**config.mk**
```make
export PLATFORM = sky130hd
export DESIGN_NAME = spi_byte_master
export DESIGN_NICKNAME = d
export VERILOG_FILES = /design/src/rtl/spi_byte_pkg.sv /design/src/rtl/byte_fifo.sv /design/src/rtl/spi_shift_core.sv /design/src/rtl/spi_byte_master.sv
export SDC_FILE = /design/constraint.sdc
export NUM_CORES = 1
export LEC_CHECK = 0
export BUFFER_PORTS_ARGS = -buffer_cell sky130_fd_sc_hd__buf_2
export CORE_ASPECT_RATIO = 1.1
export CORE_MARGIN = 2
export CORE_UTILIZATION = 25
export CTS_CLUSTER_SIZE = 30
export DETAILED_ROUTE_END_ITERATION = 8
export SKIP_CTS_REPAIR_TIMING = 1
export SYNTH_ARGS = -nofsm -noshare
export SYNTH_HDL_FRONTEND = slang
export SYNTH_SLANG_ARGS = --single-unit
```
**constraint.sdc**
```tcl
create_clock -name clk -period 3.3 [get_ports clk]
set_input_delay 0.33 -clock clk [delete_from_list [all_inputs] [get_ports clk]]
set_output_delay 0.33 -clock clk [all_outputs]
set_load 0.01 [all_outputs]
```
**src/rtl/spi_byte_pkg.sv**
```systemverilog
package spi_byte_pkg;
  localparam logic [2:0] A_CTRL   = 3'd0;
  localparam logic [2:0] A_STATUS = 3'd1;
  localparam logic [2:0] A_TXDATA = 3'd2;
  localparam logic [2:0] A_RXDATA = 3'd3;
  localparam logic [2:0] A_SELECT = 3'd4;

  localparam int CB_EN      = 1;
  localparam int CB_MASTER  = 2;
  localparam int CB_CPOL    = 3;
  localparam int CB_CPHA    = 4;
  localparam int CB_TXRST   = 5;
  localparam int CB_RXRST   = 6;
  localparam int CB_MANUAL  = 7;
  localparam int CB_INHIBIT = 8;

  localparam logic [15:0] CTRL_WMASK = 16'h01FE;
  localparam logic [15:0] CTRL_RESET = 16'h0100;
endpackage

```
**src/rtl/byte_fifo.sv**
```systemverilog
module byte_fifo #(
  parameter int W     = 8,
  parameter int DEPTH = 16
) (
  input  logic         clk,
  input  logic         rst,
  input  logic         clr,
  input  logic         push,
  input  logic [W-1:0] din,
  input  logic         pop,
  output logic [W-1:0] dout,
  output logic         empty,
  output logic         full
);
  localparam int AW = $clog2(DEPTH);

  logic [W-1:0] mem [DEPTH];
  logic [AW:0]  wp, rp;
  logic         do_push, do_pop;

  assign empty   = (wp == rp);
  assign full    = (wp[AW] != rp[AW]) && (wp[AW-1:0] == rp[AW-1:0]);
  assign do_push = push && !full;
  assign do_pop  = pop && !empty;
  assign dout    = mem[rp[AW-1:0]];

  always_ff @(posedge clk) begin
    if (do_push) mem[wp[AW-1:0]] <= din;
  end

  always_ff @(posedge clk) begin
    if (rst || clr) begin
      wp <= '0;
      rp <= '0;
    end else begin
      if (do_push) wp <= wp + 1'b1;
      if (do_pop)  rp <= rp + 1'b1;
    end
  end
endmodule

```
**src/rtl/spi_shift_core.sv**
```systemverilog
module spi_shift_core #(
  parameter int HALF_DIV = 2
) (
  input  logic       clk,
  input  logic       rst,
  input  logic       run,
  input  logic       hold,
  input  logic       cpol,
  input  logic       cpha,
  input  logic       tx_avail,
  input  logic [7:0] tx_byte,
  input  logic       miso,
  output logic       tx_pop,
  output logic       rx_push,
  output logic [7:0] rx_byte,
  output logic       sck,
  output logic       mosi,
  output logic       busy
);
  localparam int CW = (HALF_DIV > 1) ? $clog2(HALF_DIV) : 1;
  localparam logic [CW-1:0] DIV_LAST = CW'(HALF_DIV - 1);

  logic          busy_q, sck_q, mosi_q;
  logic [3:0]    edge_q;
  logic [CW-1:0] div_q;
  logic [7:0]    tx_sh, rx_sh, rx_next;
  logic          start, tick, sample_now, shift_now, last;

  assign start      = !busy_q && run && !hold && tx_avail;
  assign tick       = busy_q && (div_q == DIV_LAST);
  assign sample_now = tick && (cpha ? edge_q[0] : !edge_q[0]);
  assign shift_now  = tick && (cpha ? !edge_q[0] : (edge_q[0] && edge_q != 4'd15));
  assign last       = tick && (edge_q == 4'd15);
  assign rx_next    = {rx_sh[6:0], miso};

  assign tx_pop  = start;
  assign rx_push = last;
  assign rx_byte = cpha ? rx_next : rx_sh;
  assign sck     = sck_q;
  assign mosi    = mosi_q;
  assign busy    = busy_q;

  always_ff @(posedge clk) begin
    if (rst) begin
      busy_q <= 1'b0;
      edge_q <= '0;
      div_q  <= '0;
      sck_q  <= 1'b0;
      mosi_q <= 1'b0;
      tx_sh  <= '0;
      rx_sh  <= '0;
    end else if (!run) begin
      busy_q <= 1'b0;
      edge_q <= '0;
      div_q  <= '0;
      sck_q  <= cpol;
    end else if (start) begin
      busy_q <= 1'b1;
      edge_q <= '0;
      div_q  <= '0;
      sck_q  <= cpol;
      if (!cpha) begin
        mosi_q <= tx_byte[7];
        tx_sh  <= {tx_byte[6:0], 1'b0};
      end else begin
        tx_sh  <= tx_byte;
      end
    end else if (busy_q) begin
      if (tick) begin
        div_q  <= '0;
        sck_q  <= ~sck_q;
        edge_q <= edge_q + 4'd1;
        if (sample_now) rx_sh <= rx_next;
        if (shift_now) begin
          mosi_q <= tx_sh[7];
          tx_sh  <= {tx_sh[6:0], 1'b0};
        end
        if (last) busy_q <= 1'b0;
      end else begin
        div_q <= div_q + CW'(1);
      end
    end else begin
      sck_q <= cpol;
    end
  end
endmodule

```
**src/rtl/spi_byte_master.sv**
```systemverilog
module spi_byte_master
  import spi_byte_pkg::*;
#(
  parameter int SEL_W      = 32,
  parameter int FIFO_DEPTH = 16,
  parameter int HALF_DIV   = 2
) (
  input  logic             clk,
  input  logic             rst,
  input  logic             bus_wr,
  input  logic             bus_rd,
  input  logic [2:0]       bus_addr,
  input  logic [31:0]      bus_wdata,
  output logic [31:0]      bus_rdata,
  output logic             sck,
  output logic             mosi,
  input  logic             miso,
  output logic [SEL_W-1:0] ss_n,
  output logic             tx_done_irq
);
  logic [15:0]      ctrl_q, ctrl_d;
  logic [SEL_W-1:0] sel_q, ss_n_q;
  logic [31:0]      sel_rd;
  logic             irq_q;

  logic       tx_clr, rx_clr, tx_push, rx_pop;
  logic [7:0] tx_dout, rx_dout, rx_byte;
  logic       tx_empty, tx_full, rx_empty, rx_full;
  logic       tx_pop, rx_push, busy, run;

  assign tx_clr  = ctrl_q[CB_TXRST];
  assign rx_clr  = ctrl_q[CB_RXRST];
  assign tx_push = bus_wr && (bus_addr == A_TXDATA);
  assign rx_pop  = bus_rd && (bus_addr == A_RXDATA);
  assign run     = ctrl_q[CB_EN] && ctrl_q[CB_MASTER];

  always_comb begin
    ctrl_d = ctrl_q;
    ctrl_d[CB_TXRST] = 1'b0;
    ctrl_d[CB_RXRST] = 1'b0;
    if (bus_wr && bus_addr == A_CTRL) ctrl_d = bus_wdata[15:0] & CTRL_WMASK;
  end

  always_comb begin
    sel_rd = '0;
    sel_rd[SEL_W-1:0] = sel_q;
  end

  always_ff @(posedge clk) begin
    if (rst) begin
      ctrl_q <= CTRL_RESET;
      sel_q  <= '1;
    end else begin
      ctrl_q <= ctrl_d;
      if (bus_wr && bus_addr == A_SELECT) sel_q <= bus_wdata[SEL_W-1:0];
    end
  end

  byte_fifo #(.W(8), .DEPTH(FIFO_DEPTH)) u_txq (
    .clk(clk), .rst(rst), .clr(tx_clr),
    .push(tx_push), .din(bus_wdata[7:0]),
    .pop(tx_pop), .dout(tx_dout),
    .empty(tx_empty), .full(tx_full)
  );

  byte_fifo #(.W(8), .DEPTH(FIFO_DEPTH)) u_rxq (
    .clk(clk), .rst(rst), .clr(rx_clr),
    .push(rx_push), .din(rx_byte),
    .pop(rx_pop), .dout(rx_dout),
    .empty(rx_empty), .full(rx_full)
  );

  spi_shift_core #(.HALF_DIV(HALF_DIV)) u_core (
    .clk(clk), .rst(rst), .run(run),
    .hold(ctrl_q[CB_INHIBIT]),
    .cpol(ctrl_q[CB_CPOL]), .cpha(ctrl_q[CB_CPHA]),
    .tx_avail(!tx_empty), .tx_byte(tx_dout), .miso(miso),
    .tx_pop(tx_pop), .rx_push(rx_push), .rx_byte(rx_byte),
    .sck(sck), .mosi(mosi), .busy(busy)
  );

  always_ff @(posedge clk) begin
    if (rst) begin
      bus_rdata <= '0;
      ss_n_q    <= '1;
      irq_q     <= 1'b0;
    end else begin
      if (bus_rd) begin
        case (bus_addr)
          A_CTRL:   bus_rdata <= {16'h0000, ctrl_q};
          A_STATUS: bus_rdata <= {27'd0, 1'b0, tx_full, tx_empty, rx_full, rx_empty};
          A_RXDATA: bus_rdata <= {24'd0, rx_dout};
          A_SELECT: bus_rdata <= sel_rd;
          default:  bus_rdata <= '0;
        endcase
      end
      ss_n_q <= (ctrl_q[CB_MANUAL] || busy || tx_pop) ? sel_q : '1;
      irq_q  <= rx_push && tx_empty;
    end
  end

  assign ss_n        = ss_n_q;
  assign tx_done_irq = irq_q;
endmodule

```
==> impl_metrics.ini <==
[worst_setup_path]
critPathKind = flip-flop to flip-flop
crit_arrival_ns = 3.03
max_stage_delay_ns = 0.58
cp_top_family = simple AND/OR/NAND/NOR gates
crit_path_end_kind = flip-flop
r2r-start = u_core.edge_q[0]$_SDFFE_PP0P_
crit_required_ns = 3.50
path_max_fanout = 8
path_cells = ha_1, nand3_1, or2_2, a21oi_1, nand2_1, nor2_1
critPathSlowestCell = nor2_1
critPathLaunch = u_core.edge_q[0]$_SDFFE_PP0P_
crit_buf_inv = 0
worstSetupStartpointType = flip-flop

[power_and_ir_drop]
switching_share_pct = 20.95
p_leak_uw = 0.006429
internal-power_uw = 8333
power_frac_comb_pct = 2.3
p_per_area_mw_per_mm2 = 548.0
p_clk_share_pct = 45.6
p_seq_share_pct = 52.2
ir_drop_mv = 0.4320
switching_power_uw = 2208

[sta]
max_freq_mhz = 353.9
rsz0062_at_grt = no
worst_pin_slew_ns = 0.9913
period_share_pct = 85.63
hold_ws_ns = -0.01562
period_needed_ns = 2.826
relSlewSlack_pct = 33.77
setup_ws_ns = 0.4742
slew_violations = 0
final-setup-viol-count = 0
tns_ns = 0
finClkSkew_ns = 0.02741
hold_viol = 3

[detailed_routing]
num_vias = 9761
postRouteAntennaNets = 0
drtIter0Drc = 838
dr.pass1.iters = 5
drt-total-wl_um = 39770
wl_per_cell_um = 18.80
via_per_inst = 4.615
drc = 0

[yosys]
synth.cell_area_mm2 = 0.01618
synth_edf_count = 256
synthCells = 1110
synth_nets = 1161
avgSynthCellArea_um2 = 14.58
seq_area_frac_synth_pct = 66.92
synth-seq-cells = 413
yosysUniqueCellTypes = 58
ys_async_sr_fraction_pct = 0
ys.flop_type = edfxtp_1
ys_warn_count = 0

[layout]
final_cell_mix = edfxtp_1 (256), dfxtp_1 (155), buf_2 (105), nand2_1 (97), nor2_1 (84)
layout-drive-gt1-share_pct = 19.39
fillers = 6442
design_area_mm2 = 0.01923
register_area_mm2 = 0.01083
fin_nets = 1291
multiInputGateArea_mm2 = 0.004991
antennaDiodeCount = 0
syn_to_final_growth_pct = 18.85
final_common_cell = edfxtp_1
fin_util_pct = 30.13

[cts]
cts_tree = yes
cts-htree-levels = 2
clkSinkCount = 413
cts_root_buffer = clkbuf_16
clock_latency_ns = 0.58
cts.path.max_buffers = 3
cts_inserted_buffers = 43
clk_pin_slew_ns = 0.06

[floorplanning]
core_mm2 = 0.06384
dieHeight_um = 270.8
io-pin-count = 107
initial_core_util_pct = 25.35
die_area_mm2 = 0.06679
die_w_um = 246.6
rows = 97

[global_route]
grt_first_pass_wirelength_um = 59450
grt.total_usage_pct = 11.66
antenna_found_initial = 3
grt_max_degree = 100
grt_overflow_total = 0
grt_pass1_vias = 9570

[outcome]
violations = negative hold slack
status = complete, but fails checks

[placed_design]
pre_cts_ws_ns = 0.4739
gp_congestion = 0.8188
place_hpwl_um = 27030
place_area_mm2 = 0.01763
port_buffers = 106

[run]
maxCapViolCount = 0

[hold_path]
min_from = bus_wdata[17]
hold_path.class = primary input to flip-flop
==> worst paths after layout <==
kind	endpoint	depth (start not counted)	slack (ns)
worst max-delay path	u_rxq.mem[12][3]$_DFFE_PP_	6	0.47
worst min-delay path	sel_q[17]$_SDFFE_PP1P_	3	-0.02
worst max register to register	u_rxq.mem[12][3]$_DFFE_PP_	6	0.47
worst min register to register	bus_rdata[8]$_SDFFE_PP0P_	2	0.46
==> metrics by stage <==
stage	hold slack [ns]	total power (uW)	instances
3_5_place_dp	0.4497	5827	2016
6_report	-0.01562	10540	2115
4_1_cts	-0.05260	10640	2095
5_1_grt	0.002785	10880	2115
3_3_place_gp	0.4417	5820	2016
2_1_floorplan	0.4276	5719	1110
==> flip-flops by register name (all words and copies together) (netlist names), named ones only <==
register       count
u_rxq.mem        128
u_txq.mem        128
bus_rdata         32
sel_q             32
ss_n              32
ctrl_q             8
u_core.rx_sh       8
u_core.tx_sh       8
u_rxq.rp           5
u_rxq.wp           5
u_txq.rp           5
u_txq.wp           5
u_core.edge_q      4
tx_done_irq        1
u_core.busy        1
u_core.div_q       1
u_core.mosi        1
u_core.sck         1
==> layout make-up <==
cell class	instances	area share (%)
flip-flops and latches	413	56.32
multi-input cells	623	25.95
clock buffers	54	5.861
well taps	841	5.471
repair buffers	149	4.775
clock inverters	25	1.425
inverters	10	0.1952
==> per-layer routing <==
| metal | vias to the layer above | share of wire, % | GRT usage [%] |
|---|---|---|---|
| li1 | 4478 | - | - |
| met1 | 4938 | 42 | 15.09 |
| met2 | 263 | 50 | 19.59 |
| met3 | 76 | 5.6 | 2.470 |
| met4 | 6 | 2.3 | 3.313 |
| met5 | - | 0.060 | 0 |
==> synth_stat cells, types with 3 or more instances <==
master,instances,area share [%]
a221o_1,4,0.25
nand4_1,4,0.15
ha_1,11,0.85
inv_1,9,0.21
and3_1,18,0.70
a211o_1,7,0.38
xor2_1,8,0.43
nand2b_1,36,1.4
o22ai_1,4,0.15
o21a_1,4,0.19
nor3_1,7,0.22
o31ai_1,3,0.14
a221oi_1,19,1.0
or4_1,3,0.14
o21ai_0,13,0.40
nand3_1,16,0.49
mux4_1,21,3.4
nor2b_1,8,0.31
xnor2_1,19,1.0
nand3b_1,34,1.6
a21o_1,3,0.14
or3_1,5,0.19
nand2_1,97,2.2
clkbuf_1,39,0.90
a211oi_1,9,0.42
dfxtp_1,157,19
edfxtp_1,256,48
mux2i_1,55,3.4
buf_2,14,0.43
or2_2,3,0.12
o32ai_1,3,0.16
o211ai_1,5,0.23
and2_1,7,0.27
mux4_2,33,4.6
buf_6,3,0.21
o221ai_1,4,0.22
a21oi_1,18,0.56
mux2_2,12,0.84
buf_4,4,0.19
a22oi_1,28,1.3
nor2_1,84,1.9
==> worst register-to-register path, cell delays in order, from the launching register on <==
cell and delay (ns):
dfxtp_1 0.41, ha_1 0.20, nand3_1 0.14, or2_2 0.35, a21oi_1 0.48, nand2_1 0.31, nor2_1 0.58
==> kinds of logic (layout without fill, tap and decap cells) <==
family	Yosys count	after routing	share of synthesized area [%]
adders and majority gates	11	11	0.8505
AOI/OAI and AO/OA	134	134	6.054
muxes	121	121	12.24
xor gates and xnor gates	27	27	1.461
buffers and inverters	74	238	2.258
and+or+nand+nor	330	330	10.21
DFF	413	413	66.92
==> power by group through the flow <==
stage | combinational (uW) | clock [uW] | sequential, uW
after floorplan | 114 | 0 | 5600
after global routing | 260 | 5130 | 5500
final | 239 | 4800 | 5500
after detailed placement | 219 | 0 | 5610
after global placement | 214 | 0 | 5610
after CTS | 220 | 4920 | 5500
No activity file was read; power rests on OpenSTA's default activity.
